**config.mk**
```make
export PLATFORM = sky130hd
export DESIGN_NAME = serial_cfg_loader
export DESIGN_NICKNAME = d
export VERILOG_FILES = /design/src/rtl/scl_pkg.sv /design/src/rtl/scl_sync.sv /design/src/rtl/scl_shifter.sv /design/src/rtl/scl_latches.sv /design/src/rtl/serial_cfg_loader.sv
export SDC_FILE = /design/constraint.sdc
export NUM_CORES = 1
export LEC_CHECK = 0
export ABC_AREA = 1
export BUFFER_PORTS_ARGS = -buffer_cell sky130_fd_sc_hd__buf_2
export CORE_ASPECT_RATIO = 0.9
export CORE_MARGIN = 1
export CORE_UTILIZATION = 55
export DETAILED_ROUTE_END_ITERATION = 8
export HOLD_SLACK_MARGIN = 0.1
export PLACE_DENSITY = 0.78
export REMOVE_ABC_BUFFERS = 1
export SETUP_SLACK_MARGIN = 0.4
export SLEW_MARGIN = 20
export SYNTH_ARGS = -nofsm -noshare
export SYNTH_HDL_FRONTEND = slang
export SYNTH_SLANG_ARGS = --single-unit
```
**constraint.sdc**
```tcl
create_clock -name clk -period 3.2 [get_ports clk]
set_input_delay 0.32 -clock clk [delete_from_list [all_inputs] [get_ports clk]]
set_output_delay 0.32 -clock clk [all_outputs]
set_load 0.005 [all_outputs]
```
**src/rtl/scl_pkg.sv**
```systemverilog
package scl_pkg;

    localparam int FRAME_W   = 19;
    localparam int SWALLOW_W = 7;
    localparam int MAIN_W    = 11;
    localparam int RATIO_W   = 14;
    localparam int FLAG_W    = 4;
    localparam int PAYLOAD_W = FRAME_W - 1;

    typedef enum logic {
        DEST_FB  = 1'b0,
        DEST_REF = 1'b1
    } dest_e;

    typedef struct packed {
        logic [MAIN_W-1:0]    main_cnt;
        logic [SWALLOW_W-1:0] swallow;
    } fb_word_t;

    typedef struct packed {
        logic               pump_high;
        logic               out_sel_freq;
        logic               pd_pos_pol;
        logic               mod_small;
        logic [RATIO_W-1:0] ratio;
    } ref_word_t;

    localparam fb_word_t FB_RESET = '{
        main_cnt: MAIN_W'(3),
        swallow:  '0
    };

    localparam ref_word_t REF_RESET = '{
        pump_high:    1'b0,
        out_sel_freq: 1'b0,
        pd_pos_pol:   1'b0,
        mod_small:    1'b0,
        ratio:        RATIO_W'(3)
    };

    function automatic dest_e frame_dest(input logic [FRAME_W-1:0] f);
        return dest_e'(f[0]);
    endfunction

    function automatic fb_word_t frame_to_fb(input logic [FRAME_W-1:0] f);
        return fb_word_t'(f[FRAME_W-1:1]);
    endfunction

    function automatic ref_word_t frame_to_ref(input logic [FRAME_W-1:0] f);
        return ref_word_t'(f[FRAME_W-1:1]);
    endfunction

endpackage

```
**src/rtl/scl_sync.sv**
```systemverilog
module scl_sync #(
    parameter int WIDTH  = 3,
    parameter int STAGES = 2
) (
    input  logic             clk,
    input  logic             rst,
    input  logic [WIDTH-1:0] d_in,
    output logic [WIDTH-1:0] d_out
);
    logic [WIDTH-1:0] stg [STAGES];

    generate
        for (genvar s = 0; s < STAGES; s++) begin : g_stage
            if (s == 0) begin : g_first
                always_ff @(posedge clk) begin
                    if (rst) stg[s] <= '0;
                    else     stg[s] <= d_in;
                end
            end else begin : g_next
                always_ff @(posedge clk) begin
                    if (rst) stg[s] <= '0;
                    else     stg[s] <= stg[s-1];
                end
            end
        end
    endgenerate

    assign d_out = stg[STAGES-1];
endmodule

```
**src/rtl/scl_shifter.sv**
```systemverilog
module scl_shifter
    import scl_pkg::*;
(
    input  logic               clk,
    input  logic               rst,
    input  logic               shift_en,
    input  logic               bit_in,
    output logic [FRAME_W-1:0] frame
);
    always_ff @(posedge clk) begin
        if (rst)           frame <= '0;
        else if (shift_en) frame <= {frame[FRAME_W-2:0], bit_in};
    end

    assert_shift_in_R2: assert property (@(posedge clk) disable iff (rst)
        shift_en |=> frame[0] == $past(bit_in));
endmodule

```
**src/rtl/scl_latches.sv**
```systemverilog
module scl_latches
    import scl_pkg::*;
(
    input  logic               clk,
    input  logic               rst,
    input  logic               load,
    input  logic [FRAME_W-1:0] frame,
    output fb_word_t           fb_q,
    output ref_word_t          ref_q
);
    always_ff @(posedge clk) begin
        if (rst) begin
            fb_q  <= FB_RESET;
            ref_q <= REF_RESET;
        end else if (load) begin
            case (frame_dest(frame))
                DEST_FB:  fb_q  <= frame_to_fb(frame);
                DEST_REF: ref_q <= frame_to_ref(frame);
                default:  ;
            endcase
        end
    end

    assert_reset_R1: assert property (@(posedge clk) disable iff (rst)
        $past(rst) |-> (fb_q == FB_RESET && ref_q == REF_RESET));

    assert_fb_keep_R4: assert property (@(posedge clk) disable iff (rst)
        (load && frame[0]) |=> $stable(fb_q));

    assert_ref_keep_R4: assert property (@(posedge clk) disable iff (rst)
        (load && !frame[0]) |=> $stable(ref_q));

    assert_quiet_R7: assert property (@(posedge clk) disable iff (rst)
        !load |=> ($stable(fb_q) && $stable(ref_q)));
endmodule

```
**src/rtl/serial_cfg_loader.sv**
```systemverilog
module serial_cfg_loader
    import scl_pkg::*;
#(
    parameter int SYNC_STAGES = 2
) (
    input  logic                 clk,
    input  logic                 rst,
    input  logic                 cfg_clk,
    input  logic                 cfg_data,
    input  logic                 cfg_load,
    output logic [SWALLOW_W-1:0] swallow_cnt,
    output logic [MAIN_W-1:0]    main_cnt,
    output logic [RATIO_W-1:0]   ref_ratio,
    output logic                 pump_high,
    output logic                 out_sel_freq,
    output logic                 pd_pos_pol,
    output logic                 mod_small
);
    localparam int NSIG = 3;

    logic [NSIG-1:0]    pins_s;
    logic               sclk_s, sdat_s, sld_s;
    logic               sclk_d, sld_d;
    logic               sclk_rise, sld_rise, shift_en;
    logic [FRAME_W-1:0] frame;
    fb_word_t           fb_q;
    ref_word_t          ref_q;

    scl_sync #(.WIDTH(NSIG), .STAGES(SYNC_STAGES)) u_sync (
        .clk   (clk),
        .rst   (rst),
        .d_in  ({cfg_load, cfg_data, cfg_clk}),
        .d_out (pins_s)
    );

    assign sclk_s = pins_s[0];
    assign sdat_s = pins_s[1];
    assign sld_s  = pins_s[2];

    always_ff @(posedge clk) begin
        if (rst) begin
            sclk_d <= 1'b0;
            sld_d  <= 1'b0;
        end else begin
            sclk_d <= sclk_s;
            sld_d  <= sld_s;
        end
    end

    assign sclk_rise = sclk_s & ~sclk_d;
    assign sld_rise  = sld_s & ~sld_d;
    assign shift_en  = sclk_rise & ~sld_s;

    scl_shifter u_shift (
        .clk      (clk),
        .rst      (rst),
        .shift_en (shift_en),
        .bit_in   (sdat_s),
        .frame    (frame)
    );

    scl_latches u_latch (
        .clk   (clk),
        .rst   (rst),
        .load  (sld_rise),
        .frame (frame),
        .fb_q  (fb_q),
        .ref_q (ref_q)
    );

    assign swallow_cnt  = fb_q.swallow;
    assign main_cnt     = fb_q.main_cnt;
    assign ref_ratio    = ref_q.ratio;
    assign pump_high    = ref_q.pump_high;
    assign out_sel_freq = ref_q.out_sel_freq;
    assign pd_pos_pol   = ref_q.pd_pos_pol;
    assign mod_small    = ref_q.mod_small;

    assert_hold_R5: assert property (@(posedge clk) disable iff (rst)
        sld_s |=> $stable(frame));

    assert_single_load_R5: assert property (@(posedge clk) disable iff (rst)
        sld_rise |=> !sld_rise);
endmodule

```
; Yosys cells after proc, flatten, opt, wreduce, memory -nomap -nowiden
; Memories as Yosys holds them, arrays and structs flattened.
; Index checks and enable logic that the tools add are counted.
[word_totals]
memories = 1
output_inout_bits = 36
input_bits = 5
register_bits = 57
elab_cells = 27
ram_bits = 6
[mem_list]
columns = name, depth, width, rd, rd_clocked_by_memory_dff, wr, line_no
row1 = u_sync.stg, 2, 3, 2, 0, 2, scl_sync.sv:10  ; logic [WIDTH-1:0] stg [STAGES];
[classes]
bitwise = 9
mux = 5
reduce_logical = 2
[ops]
columns = operator, count
row1 = $mux 3, 2
row2 = $not 1->1, 4
row3 = $reduce_and 2->1, 2
row4 = $and 1x1->1, 3
row5 = $mux 1, 3
row6 = $or 1x1->1, 2

; Logic depth before layout (Yosys ltp)
[depth]
ltp_word = 3
mapped_depth = 8

; Cells and area by module
; From an unflattened synthesis, not the netlist that was laid out.
[unflattened]
cells_unflattened = 339
area_unflattened_um2 = 2461.1
[modules_own_cells]
columns = mod, seq_area_each_um2, area_per_inst_um2, n_inst, cells_per_inst
row1 = scl_latches, 720.7, 1437.6, 1, 192
row2 = scl_shifter, 380.4, 787.0, 1, 120
row3 = scl_sync, 120.1, 165.2, 1, 18
row4 = serial_cfg_loader, 40.0, 71.3, 1, 9

; Least setup slack after synthesis
; OpenSTA, ideal clock, no wires.
[synth_timing]
path_type = reg-to-reg
start = mem u_sync.stg[1][2]
end = reg u_shift.frame[1]
setup_ps = 113
synth_period_minus_slack_ps = 1007
path_slack_ps = 2193
path_stages_with_launch = 8
t_arrival_ps = 894
path_cell_list = dfxtp_1 > buf_6 > inv_4 > nand3_2 > buf_6 > buf_6 > nor2_1 > nor2_1
[synth_rtl]
columns = item, line_no
row1 = "start, declared", scl_sync.sv:10
row2 = "end signal, assigned", scl_shifter.sv:12  ; else if (shift_en) frame <= {frame[FRAME_W-2:0], bit_in};
row3 = "end, declared", scl_shifter.sv:8  ; output logic [FRAME_W-1:0] frame

==> impl_metrics.py <==
metrics = {
    "job": {
        "drv_cap": 0,
    },
    "critical_path": {
        "required_ns": 3.43,
        "worst-setup-path-type": "flop to flop",
        "cp-end-kind": "flop",
        "path_cells": "nand3_2 -> nor2_1 -> nor2_1",
        "cpMaxStageDelayCell": "nand3_2",
        "critPathArrivalTime_ns": 1.85,
        "worst-path-max-fanout": 34,
        "worst_path_largest_cell_delay_ns": 0.57,
        "r2r_slack_ns": 1.58,
        "crit_buf_inv": 0,
        "crit_top_cell": "nor2_1",
        "crit_family": "simple AND/OR/NAND/NOR gates",
        "startpoint_type": "flop",
    },
    "power_and_ir_drop": {
        "p_clk_share_pct": 42.1,
        "comb_power_share_pct": 6.4,
        "power_density_nw_per_um2": 561.9,
        "p_leak_uw": 0.001703,
        "power.internal_uw": 1228,
        "net-switching-power_uw": 391.4,
        "seq_power_share_pct": 51.5,
        "ir_drop_mv": 0.3824,
        "power_uw": 1620,
        "sw_frac_of_total_pct": 24.16,
    },
    "die": {
        "die-height_um": 66.33,
        "die_w_um": 73.48,
        "die-area_um2": 4873,
        "rows": 23,
        "io_pins": 41,
        "core_um2": 4432,
        "start_util_pct": 57.06,
    },
    "final_layout": {
        "fin_cells": 470,
        "fillers": 425,
        "area_growth_pct": 14.00,
        "drive_gt1_share_pct": 17.65,
        "n_antenna_cell": 0,
        "final_common_cell": "nor2_1",
        "layout_common_cells": "nor2_1 (110), nand2_1 (96), dfxtp_1 (63)",
        "num-nets-final": 408,
    },
    "synthesis": {
        "synth_area_per_cell_um2": 6.853,
        "yosys_warnings": 0,
        "yosys.area.top_type_share_pct": 49.88,
        "syn_area_um2": 2529,
        "yosys_register_bits": 63,
        "post_synth_inst_count": 369,
        "yosys-top-cells-area": "dfxtp_1 (50%), nor2_1 (16%), nand2_1 (14%)",
        "yosysSeqAreaShare_pct": 49.88,
        "synth.distinct_cells": 14,
        "synth_top_area_cell": "dfxtp_1",
    },
    "sta": {
        "drv_slew": 0,
        "skew_ns": 0.004076,
        "fmax_mhz": 616.6,
        "hold_viol_final": 0,
        "setup_ws_ns": 1.578,
        "finalSetupTns_ns": 0,
        "fin_crit_sh_pct": 50.69,
        "setup_viol": 0,
        "period_needed_ns": 1.622,
        "tightest_slew_ns": 0.8734,
        "timing.hold.ws_ns": 0.1729,
        "rsz0062_at_grt": "false",
        "slew-limit-headroom_pct": 41.69,
    },
    "cts": {
        "clkTransAtPathRegs_ns": 0.07,
        "cts_resized": 0,
        "cts_tree": "done",
        "cts_inserted_buffers": 9,
        "clk_path_buf_depth": 2,
        "worstSkewPairLatency_ns": 0.34,
        "cts_max_level": 3,
        "clockRootBuffer": "clkbuf_8",
        "cts_hold_buf": 0,
        "post_cts_buffers": 0,
        "cts_sinks": 63,
    },
    "global_routing": {
        "grt_pass1_wl_um": 7679,
        "grt_use_total_pct": 21.37,
        "grt_pass1_vias": 1807,
        "grt_max_degree": 56,
        "gr-total-overflow": 0,
        "grt_antenna_before_repair": 0,
    },
    "detailed_routing": {
        "firstDrtPassIters": 6,
        "first_iter_violations": 84,
        "finalWirelength_um": 4528,
        "drtAntennaViolNets": 0,
        "drc": 0,
        "vias": 2068,
        "vias_per_cell": 4.400,
        "routedWlPerCell_um": 9.634,
    },
    "placement": {
        "dp_cells": 454,
        "place_ws_ns": 1.620,
        "port_buffers": 40,
        "place_congestion": 0.7159,
        "hpwlAfterDp_um": 2540,
    },
    "outcome": {
        "status": "complete, no violations",
    },
    "hold_path": {
        "hp-class": "input pin to flop",
    },
}
==> worst register-to-register path: stages, from the launching register on <==
cell	delay [ns]
dfxtp_1	0.51
nand3_2	0.57
nor2_1	0.33
nor2_1	0.09
==> power by group through the flow <==
stage	registers [µW]	logic, µW	clock network [µW]
after global routing	839	122	735
after CTS	835	105	698
final	835	103	682
after global placement	852	99.7	0
after detailed placement	852	103	0
after floorplan	850	70.3	0
==> state kept, by name, summed over array words and instances, names as in the netlist <==
signal / count
u_latch.ref_q: 18
sclk_d: 1
u_shift.frame: 19
u_sync.stg: 6
sld_d: 1
u_latch.fb_q: 18
==> cell usage after synthesis (all sizes together) <==
cell type and instances:
nand2 106, nand3 7, nand4 4, inv 62, dfxtp 63, buf 17
nor2 110
==> layer usage <==
layer | global-route usage (%) | wire [µm]
met4 | 9.375 | 74
met5 | 0 | 0
met1 | 23.98 | 2061
met3 | 9.909 | 270
met2 | 34.52 | 2121
==> final cells by class <==
cell class / count / area (µm²) / share of cell area (%)
Tap cell: 62 / 77.57 / 2.691
Timing Repair Buffer: 40 / 200.2 / 6.944
Sequential cell: 63 / 1261 / 43.75
Clock buffer: 10 / 137.6 / 4.774
Clock inverter: 6 / 60.06 / 2.083
Inverter: 62 / 235.2 / 8.160
Multi-Input combinational cell: 227 / 910.9 / 31.60
==> stage by stage <==
stage               area, µm²  util, %
detailed placement       2685    60.59
finish                   2883    65.05
global route             2883    65.05
floorplan                2407        -
global placement         2685    60.59
CTS                      2883    65.05
==> path summary, 6_finish.rpt <==
path / from / endpoint / depth (start not counted)
worst max-delay path: u_sync.stg[1][2] / u_latch.ref_q[14] / 3
worst min-delay path: cfg_load / u_sync.stg[0][2] / 3
worst max register to register: u_sync.stg[1][2] / u_latch.ref_q[14] / 3
worst min register to register: u_sync.stg[0][1] / u_sync.stg[1][1] / 2
==> logic make-up (layout without fill, tap and decap cells) <==
logic type | Yosys count | count (layout) | share of synthesized area [%]
buffers and inverters | 79 | 118 | 14.10
AND/OR/NAND/NOR | 227 | 227 | 36.02
flip-flops | 63 | 63 | 49.88
(Power assumes the default switching activity.)
